$ cat src/rtl/dbg_trig_pkg.sv
package dbg_trig_pkg;

  localparam logic [3:0] TRIG_KIND_MATCH = 4'd2;

  typedef struct packed {
    logic       dmode;
    logic       sel;
    logic       timing;
    logic [5:0] action;
    logic       chain;
    logic [3:0] match;
    logic       m;
    logic       h;
    logic       s;
    logic       u;
    logic       exec;
    logic       store;
    logic       load;
  } trig_ctrl_t;

  localparam int CTRL_W = $bits(trig_ctrl_t);

  // timing is meaningless for fetch matches and is pinned to "before"
  function automatic logic timing_rule(input logic exec, input logic timing);
    return timing & ~exec;
  endfunction

  function automatic trig_ctrl_t ctrl_decode(input logic [31:0] w);
    trig_ctrl_t c;
    c.dmode  = w[27];
    c.sel    = w[19];
    c.timing = timing_rule(w[2], w[18]);
    c.action = w[17:12];
    c.chain  = w[11];
    c.match  = w[10:7];
    c.m      = w[6];
    c.h      = w[5];
    c.s      = w[4];
    c.u      = w[3];
    c.exec   = w[2];
    c.store  = w[1];
    c.load   = w[0];
    return c;
  endfunction

  function automatic logic [31:0] ctrl_encode(input trig_ctrl_t c, input logic [5:0] maskmax);
    return {TRIG_KIND_MATCH, c.dmode, maskmax, 1'b0, c.sel, c.timing, c.action,
            c.chain, c.match, c.m, c.h, c.s, c.u, c.exec, c.store, c.load};
  endfunction

endpackage

$ cat src/rtl/dbg_trig_slot.sv
module dbg_trig_slot
  import dbg_trig_pkg::*;
#(
  parameter logic [5:0] MASKMAX = 6'd0
) (
  input  logic       clk,
  input  logic       rst_n,
  input  logic       in_debug,
  input  logic       ctrl_we,
  input  logic       data_we,
  input  logic [31:0] wdata,
  output trig_ctrl_t ctrl_q,
  output logic [31:0] data_q,
  output logic       locked,
  output logic [31:0] ctrl_word
);

  logic ctrl_take;
  logic data_take;

  assign locked    = ctrl_q.dmode & ~in_debug;
  assign ctrl_take = ctrl_we & ~locked;
  assign data_take = data_we & ~locked;
  assign ctrl_word = ctrl_encode(ctrl_q, MASKMAX);

  always_ff @(posedge clk or negedge rst_n) begin
    if (!rst_n) begin
      ctrl_q <= '0;
      data_q <= '0;
    end else begin
      if (ctrl_take) ctrl_q <= ctrl_decode(wdata);
      if (data_take) data_q <= wdata;
    end
  end

endmodule

$ cat src/rtl/dbg_trig_watch.sv
module dbg_trig_watch #(
  parameter int NUM_TRIG = 4
) (
  input  logic [NUM_TRIG-1:0] exec_vec,
  input  logic [NUM_TRIG-1:0] load_vec,
  input  logic [NUM_TRIG-1:0] store_vec,
  output logic                watch_fetch,
  output logic                watch_load,
  output logic                watch_store
);

  assign watch_fetch = |exec_vec;
  assign watch_load  = |load_vec;
  assign watch_store = |store_vec;

endmodule

$ cat src/rtl/dbg_trig_bank.sv
module dbg_trig_bank
  import dbg_trig_pkg::*;
#(
  parameter int          NUM_TRIG  = 4,
  parameter int          MASKMAX   = 0,
  parameter logic [11:0] ADDR_SEL  = 12'h7A0,
  parameter logic [11:0] ADDR_CTRL = 12'h7A1,
  parameter logic [11:0] ADDR_CMP  = 12'h7A2,
  parameter logic [11:0] ADDR_AUX  = 12'h7A3
) (
  input  logic        clk,
  input  logic        rst_n,
  input  logic [11:0] csr_addr,
  input  logic        csr_we,
  input  logic [31:0] csr_wdata,
  output logic [31:0] csr_rdata,
  input  logic        in_debug,
  output logic        watch_fetch,
  output logic        watch_load,
  output logic        watch_store
);

  localparam int          SEL_W     = (NUM_TRIG > 1) ? $clog2(NUM_TRIG) : 1;
  localparam logic [31:0] NT32      = 32'(NUM_TRIG);
  localparam logic [5:0]  MASKMAX_F = 6'(MASKMAX);
  localparam int          STATE_W   = NUM_TRIG * (CTRL_W + 32);

  logic [SEL_W-1:0]    sel_q;
  logic [31:0]         sel_word;
  logic                sel_ok;
  logic [NUM_TRIG-1:0] sel_onehot;

  logic hit_sel, hit_ctrl, hit_cmp;
  logic sel_wr_take;

  trig_ctrl_t          ctrl_arr [NUM_TRIG];
  logic [31:0]         data_arr [NUM_TRIG];
  logic [31:0]         word_arr [NUM_TRIG];
  logic [NUM_TRIG-1:0] locked_vec;
  logic [NUM_TRIG-1:0] exec_vec, load_vec, store_vec, timing_vec;
  logic [STATE_W-1:0]  state_flat;

  logic        locked_sel;
  logic        ctrl_wr_drop;
  logic [31:0] ctrl_rd, cmp_rd;

  assign hit_sel  = (csr_addr == ADDR_SEL);
  assign hit_ctrl = (csr_addr == ADDR_CTRL);
  assign hit_cmp  = (csr_addr == ADDR_CMP);

  assign sel_word    = 32'(sel_q);
  assign sel_ok      = (sel_word < NT32);
  assign sel_wr_take = csr_we & hit_sel & (csr_wdata < NT32);

  always_comb begin
    for (int i = 0; i < NUM_TRIG; i++) begin
      sel_onehot[i] = sel_ok & (sel_word == 32'(i));
    end
  end

  always_ff @(posedge clk or negedge rst_n) begin
    if (!rst_n) begin
      sel_q <= '0;
    end else if (sel_wr_take) begin
      sel_q <= csr_wdata[SEL_W-1:0];
    end
  end

  for (genvar i = 0; i < NUM_TRIG; i++) begin : g_slot
    dbg_trig_slot #(.MASKMAX(MASKMAX_F)) u_slot (
      .clk      (clk),
      .rst_n    (rst_n),
      .in_debug (in_debug),
      .ctrl_we  (csr_we & hit_ctrl & sel_onehot[i]),
      .data_we  (csr_we & hit_cmp & sel_onehot[i]),
      .wdata    (csr_wdata),
      .ctrl_q   (ctrl_arr[i]),
      .data_q   (data_arr[i]),
      .locked   (locked_vec[i]),
      .ctrl_word(word_arr[i])
    );
    assign exec_vec[i]   = ctrl_arr[i].exec;
    assign load_vec[i]   = ctrl_arr[i].load;
    assign store_vec[i]  = ctrl_arr[i].store;
    assign timing_vec[i] = ctrl_arr[i].timing;
    assign state_flat[i*(CTRL_W+32) +: (CTRL_W+32)] = {ctrl_arr[i], data_arr[i]};
  end

  assign locked_sel   = |(sel_onehot & locked_vec);
  assign ctrl_wr_drop = csr_we & (hit_ctrl | hit_cmp) & locked_sel;

  always_comb begin
    ctrl_rd = '0;
    cmp_rd  = '0;
    for (int i = 0; i < NUM_TRIG; i++) begin
      if (sel_onehot[i]) begin
        ctrl_rd = ctrl_rd | word_arr[i];
        cmp_rd  = cmp_rd | data_arr[i];
      end
    end
  end

  always_comb begin
    if (hit_sel)       csr_rdata = sel_word;
    else if (hit_ctrl) csr_rdata = ctrl_rd;
    else if (hit_cmp)  csr_rdata = cmp_rd;
    else               csr_rdata = '0;
  end

  dbg_trig_watch #(.NUM_TRIG(NUM_TRIG)) u_watch (
    .exec_vec   (exec_vec),
    .load_vec   (load_vec),
    .store_vec  (store_vec),
    .watch_fetch(watch_fetch),
    .watch_load (watch_load),
    .watch_store(watch_store)
  );

endmodule

$ cat config.mk
export PLATFORM = sky130hd
export DESIGN_NAME = dbg_trig_bank
export DESIGN_NICKNAME = d
export VERILOG_FILES = /design/src/rtl/dbg_trig_pkg.sv /design/src/rtl/dbg_trig_slot.sv /design/src/rtl/dbg_trig_watch.sv /design/src/rtl/dbg_trig_bank.sv
export SDC_FILE = /design/constraint.sdc
export NUM_CORES = 1
export LEC_CHECK = 0
export BUFFER_PORTS_ARGS = -buffer_cell sky130_fd_sc_hd__buf_2
export CAP_MARGIN = 20
export CORE_AREA = 2 2 132 134
export CTS_CLUSTER_DIAMETER = 200
export DETAILED_ROUTE_END_ITERATION = 12
export DIE_AREA = 0 0 134 136
export GPL_TIMING_DRIVEN = 0
export MAX_ROUTING_LAYER = met4
export PLACE_DENSITY = 0.82
export SYNTH_ARGS = -nofsm -noshare
export SYNTH_HDL_FRONTEND = slang
export SYNTH_SLANG_ARGS = --single-unit
$ cat constraint.sdc
create_clock -name clk -period 2.61 [get_ports clk]
set_input_delay 0.1305 -clock clk [delete_from_list [all_inputs] [get_ports clk]]
set_output_delay 0.1305 -clock clk [all_outputs]
set_load 0.02 [all_outputs]
### Word level (Yosys, flattened, before mapping)

Cells that the tools add are included.

| word-level totals | value |
|---|---|
| register bits | 214 |
| bits in latches | 0 |
| RAM bits | 0 |
| bits in read-only memories | 0 |
| output and inout port bits | 35 |
| memories | 0 |

| operators by class | value |
|---|---|
| add/sub/neg operators | 0 |
| $mul | 0 |
| divide/modulo/power cells | 0 |
| magnitude comparators | 2 |
| eq/ne operators | 6 |
| shift operators | 0 |
| multiplexer cells | 11 |
| bitwise operators | 41 |
| reduce and logical (&&, ||, !) cells | 4 |

Operator list:

| operator | number |
|---|---|
| 32-bit 2-to-1 mux | 10 |
| 32-bit by 30-bit bitwise OR with 32-bit output | 3 |
| 32-bit bitwise OR | 3 |
| 12-bit by 11-bit equality test with 1-bit output (second input constant) | 3 |
| 32-bit logical NOT | 1 |
| 32-bit by 3-bit < comparator with 1-bit output (second input constant) | 1 |
| 30-bit 2-to-1 mux | 1 |
| 1-bit bitwise AND | 29 |
| 4-bit OR reduction | 3 |
| 1-bit NOT | 6 |
| 2-bit equality test (second input constant) | 2 |
| 2-bit by 3-bit < comparator with 1-bit output (second input constant) | 1 |
| 2-bit by 1-bit equality test with 1-bit output (second input constant) | 1 |

### Longest topological paths before layout

| depth | value |
|---|---|
| depth in word-level cells | 12 |
| mapped depth | 5 |
| gate-level depth less buffers | 4 |

### Hierarchy

Synthesis repeated with hierarchy kept, for this count alone.

| unflattened totals | value |
|---|---|
| cells, all modules | 826 |
| area, all modules | 12,124.1 µm² |

Modules (own cells, without submodules):

| module | instances | cells each | area an instance (µm²) | sequential area each (µm²) |
|---|---|---|---|---|
| dbg_trig_slot | 4 | 151 | 2,386.0 | 1,326.3 |
| dbg_trig_bank | 1 | 219 | 2,557.5 | 50.0 |
| dbg_trig_watch | 1 | 3 | 22.5 | 0.0 |

### Least setup slack after synthesis

No wires, ideal clock.

| timing path | value |
|---|---|
| path kind | register to output |
| from | register sel_q[0] |
| to | output csr_rdata[0] |
| arrival time | 1.638 ns |
| required time | 2.480 ns |
| setup slack | 0.841 ns |
| cell stages (with the launch flop) | 6 |
| buffers on the path | 2 |
| cell sequence | dfrtp_1 buf_2 buf_2 a21oi_1 a311o_1 a21oi_1 |

| between the ends | value |
|---|---|
| cells in the longest elaborated chain, start to end | 12 |
| elaborated cells on any way between the ends | 26 |

RTL lines:

| element | line | source |
|---|---|---|
| start: declaration | dbg_trig_bank.sv:28 | `logic [SEL_W-1:0] sel_q;` |
| start signal: assignment | dbg_trig_bank.sv:65 | `sel_q <= csr_wdata[SEL_W-1:0];` |
| 2-bit by 3-bit < comparator with 1-bit output or 32-bit logical NOT (tied branches) | dbg_trig_bank.sv:52, dbg_trig_bank.sv:57 |  |
| 1-bit bitwise AND | dbg_trig_bank.sv:57 | `sel_onehot[i] = sel_ok & (sel_word == 32'(i));` |
| 32-bit 2-to-1 mux | dbg_trig_bank.sv:96 | `if (sel_onehot[i]) begin` |
| 32-bit bitwise OR | dbg_trig_bank.sv:98 | `cmp_rd = cmp_rd \| data_arr[i];` |
| 32-bit 2-to-1 mux | dbg_trig_bank.sv:96 |  |
| 32-bit bitwise OR | dbg_trig_bank.sv:98 |  |
| 32-bit 2-to-1 mux | dbg_trig_bank.sv:96 |  |
| 32-bit bitwise OR | dbg_trig_bank.sv:98 |  |
| 32-bit 2-to-1 mux | dbg_trig_bank.sv:96 |  |
| 32-bit 2-to-1 mux | dbg_trig_bank.sv:106 | `else if (hit_cmp) csr_rdata = cmp_rd;` |
| 32-bit 2-to-1 mux | dbg_trig_bank.sv:105 | `else if (hit_ctrl) csr_rdata = ctrl_rd;` |
| 32-bit 2-to-1 mux (*) | dbg_trig_bank.sv:104 | `if (hit_sel) csr_rdata = sel_word;` |
| end: declaration | dbg_trig_bank.sv:16 | `output logic [31:0] csr_rdata,` |

Mark *: on every way between the ends. The rest lies on a longest branch, timed or not.

### Final worst setup path

| timing path | value |
|---|---|
| from | register sel_q[0] |
| to | output csr_rdata[11] |

| between the ends | value |
|---|---|
| cells in the longest elaborated chain, start to end | 12 |
| elaborated cells on any way between the ends | 26 |

RTL lines:

| element | line |
|---|---|
| 2-bit by 3-bit < comparator with 1-bit output or 32-bit logical NOT (tied branches) | dbg_trig_bank.sv:52, dbg_trig_bank.sv:57 |
| 1-bit bitwise AND | dbg_trig_bank.sv:57 |
| 32-bit 2-to-1 mux | dbg_trig_bank.sv:96 |
| 32-bit bitwise OR | dbg_trig_bank.sv:98 |
| 32-bit 2-to-1 mux | dbg_trig_bank.sv:96 |
| 32-bit bitwise OR | dbg_trig_bank.sv:98 |
| 32-bit 2-to-1 mux | dbg_trig_bank.sv:96 |
| 32-bit bitwise OR | dbg_trig_bank.sv:98 |
| 32-bit 2-to-1 mux | dbg_trig_bank.sv:96 |
| 32-bit 2-to-1 mux | dbg_trig_bank.sv:106 |
| 32-bit 2-to-1 mux (*) | dbg_trig_bank.sv:105 |
| 32-bit 2-to-1 mux (*) | dbg_trig_bank.sv:104 |

Marked as above.

==> flow_metrics.env <==
export IMPL_coreArea_um2=16880
export IMPL_critPathArrivalTime_ns=2.38
export IMPL_power_density_nw_per_um2=568.6
export IMPL_drt_pass1_iterations=4
export IMPL_hold_end="g_slot[1].u_slot.ctrl_q[4]$_DFFE_PN0P_"
export IMPL_cp_end_kind="output pin"
export IMPL_initial_core_util_pct=58.78
export IMPL_drv_slew=0
export IMPL_vias=6215
export IMPL_seqCellArea_um2=5355
export IMPL_top_layer="met4"
export IMPL_synth_cell_types=35
export IMPL_htreeDepth=1
export IMPL_synth_top_area_share_pct=53.99
export IMPL_chipWidth_um=134
export IMPL_dp_cells=955
export IMPL_r2r_setup_slack_ns=0.63
export IMPL_yosys_area_share_adder_pct=0
export IMPL_io_buffers=81
export IMPL_cp_required_ns=2.48
export IMPL_ff2ff_path_depth=4
export IMPL_crit_top_cell="buf_4"
export IMPL_synth_top_cells_by_area="dfrtp_1 54%, mux2_2 23%, mux4_2 12%"
export IMPL_synth_compound_gate_area_share_pct=1.779
export IMPL_die_area_um2=18220
export IMPL_drt_initial_drc_count=393
export IMPL_rsz0062_at_grt="yes"
export IMPL_top_level_ports=83
export IMPL_clock_sinks=214
export IMPL_routed_wirelength_um=23100
export IMPL_tightest_slew_ns=0.7721
export IMPL_rr_startpoint="sel_q[0]$_DFFE_PN0P_"
export IMPL_cpMaxStageDelayCell="mux4_2"
export IMPL_root_buffer="clkbuf_16"
export IMPL_multiInputGateArea_um2=4160
export IMPL_netlist_area_um2=9920
export IMPL_hold_path_class="in -> reg"
export IMPL_timing_rr_end="g_slot[2].u_slot.ctrl_q[14]$_DFFE_PN0P_"
export IMPL_gp_congestion=0.9199
export IMPL_max_stage_delay_ns=0.53
export IMPL_cts_buffers=23
export IMPL_drc=0
export IMPL_synth_main_ff_cell="dfrtp_1"
export IMPL_grt_antenna_before_repair=0
export IMPL_diodes=0
export IMPL_crit_family="buffers and inverters"
export IMPL_synth_xor_area_share_pct=0
export IMPL_hold_path_cell_count=2
export IMPL_vias_per_cell=6.087
export IMPL_synth_seq_cells=214
export IMPL_ys_async_sr_fraction_pct=100.0
export IMPL_crit_path_cell_trace="buf_4, buf_4, mux4_2, inv_1, o22ai_1, buf_2"
export IMPL_fmax_mhz=398.4
export IMPL_cp_num_buf_inv=4
export IMPL_cp_max_fo=10
export IMPL_antenna_left=0
export IMPL_dp_hpwl_um=15380
export IMPL_drt_met1_wl_um=9575
export IMPL_synth_warning_count=0
export IMPL_utilization_pct=68.88
export IMPL_drv_cap=0
export IMPL_setup_viol=0
export IMPL_grt_max_degree=117
export IMPL_drive_gt1_share_pct=51.88
export IMPL_synth_simple_area_share_pct=3.847
export IMPL_grt_pass1_wl_um=37290
export IMPL_muxShareOfSynthArea_pct=36.31
export IMPL_synth_edff_count=0
export IMPL_route_met2_wl_um=11710
export IMPL_clk_pin_slew_ns=0.06
export IMPL_grt_pass1_vias=6899
export IMPL_track_usage_pct=27.50
export IMPL_finalCritPeriodShare_pct=96.18
export IMPL_fp_dieH_um=136
export IMPL_rows=48
export IMPL_clk_latency_ns=0.51
export IMPL_overflow=0
export IMPL_synth_top_area_cell="dfrtp_1"
export IMPL_path_class="reg -> out"
export IMPL_fillerInstances=1116
export IMPL_cts_tree="yes"
export IMPL_start_kind="flip-flop"
export IMPL_max_slew_margin_pct=48.52
export IMPL_seq_area_frac_synth_pct=53.99
export IMPL_wl_met3_um=996
export IMPL_fin_worst_skew_ns=0.01887
export IMPL_wire_per_inst_um=22.62
export IMPL_power_leakage_uw=0.005717
export IMPL_synth_top_family_by_area="multiplexers"
export IMPL_fin_cells=1021
export IMPL_ctsLongestPathBuffers=3
export IMPL_finalHoldViolCount=0
export IMPL_synth_nets=696
export IMPL_hold_start="csr_wdata[4]"
export IMPL_status="completed"
export IMPL_layout_min_cycle_time_ns=2.510
export IMPL_nNetsFinal=828
export IMPL_timing_setup_tns_ns=0
export IMPL_syn2layout_area_growth_pct=17.19
export IMPL_peakVddDrop_v=0.0003910
export IMPL_post_cts_buffers=0
export IMPL_syn_area_per_cell_um2=15.31
export IMPL_syn_inst=648
## synth_stat cells, drive strengths merged (3+ instances only)
library cell  number
mux2             215
clkbuf             7
dfrtp            214
buf               32
nand3              9
a21oi              5
nor4               7
nand2              4
and3              14
o22ai             19
inv               42
nor3               6
o21ai              3
mux4              52
or4                3
## final cells by class
type	count	share of cell area, %
timing repair buffer	107	5.963
tap	225	2.422
inverter	42	1.356
clock inverter	5	0.3014
buffer	39	2.303
sequential	214	46.07
multi-input combinational	353	35.79
clock buffer	36	5.801
## per-layer routing
layer | track usage, % | up-vias
met3 | 3.281 | 56
met5 | - | -
met4 | 9.870 | 0
met1 | 35.24 | 3317
li1 | - | 2671
met2 | 45.98 | 171
## metrics by stage
stage	hold slack [ns]	total power (uW)	instance area (um2)	worst slack (ns)
global placement	0.4109	3554	10610	-1.832
detailed placement	0.2186	3571	10640	0.3452
CTS	0.002988	6639	11620	0.08175
global route	0.02049	6810	11620	-0.01989
floorplan	-0.1651	3411	9920	0.8413
finish	0.01510	6610	11620	0.09974
## registers in the layout, summed over array words and instances, names as in the netlist
name	flops
g_slot.u_slot.data_q	128
g_slot.u_slot.ctrl_q	84
sel_q	2
## timing repair
item	in CTS	in global routing
cloned	0	0
gates resized for setup	7	2
hold buffers	25	0
setup endpoints to repair	21	8
pin swaps	0	0
hold endpoints to repair	215	0
## how the worst max path moves through the flow
stage / start / to / slack [ns] / depth (start not counted)
global route: sel_q[0]$_DFFE_PN0P_ / csr_rdata[19] / -0.02 / 6
detailed placement: sel_q[1]$_DFFE_PN0P_ / csr_rdata[11] / 0.35 / 6
floorplan: sel_q[0]$_DFFE_PN0P_ / csr_rdata[0] / 0.84 / 5
global placement: rst_n / g_slot[0].u_slot.ctrl_q[16]$_DFFE_PN0P_ / -1.83 / 1
finish: sel_q[0]$_DFFE_PN0P_ / csr_rdata[11] / 0.1 / 6
CTS: sel_q[0]$_DFFE_PN0P_ / csr_rdata[10] / 0.08 / 6
## power by group
| group | internal [uW] | total [uW] | switching [uW] | leakage [uW] |
|---|---|---|---|---|
| combinational | 71.7 | 217 | 145 | 0.00238 |
| sequential | 3320 | 3320 | 1.86 | 0.00299 |
| clock | 1780 | 3070 | 1290 | 0.000345 |
## cell usage in the layout, fill, tap and decap left out, types with 2 or more instances in the layout
master,n
clkbuf_1,15
dlygate4sd3_1,25
clkinv_2,2
buf_4,5
o22ai_1,19
a21oi_1,5
nand3_1,9
nor3_1,2
nor3_2,2
or4_1,3
and3_1,14
nor2_1,2
mux4_2,52
o21ai_0,3
nor2b_1,2
mux2_1,8
clkbuf_8,5
inv_1,42
buf_6,11
mux2_2,207
buf_2,96
dfrtp_1,214
nor4_1,7
nor3_4,2
clkbuf_16,23
nand2_1,4
## logic make-up (layout without fill, tap and decap cells)
family,Yosys count,after routing
AO/OA/AOI/OAI,29,29
buffers and inverters,81,229
multiplexers,268,268
AND/OR/NAND/NOR,56,56
flip-flops,214,214
Note: power is estimated with default switching activity, not from simulation.
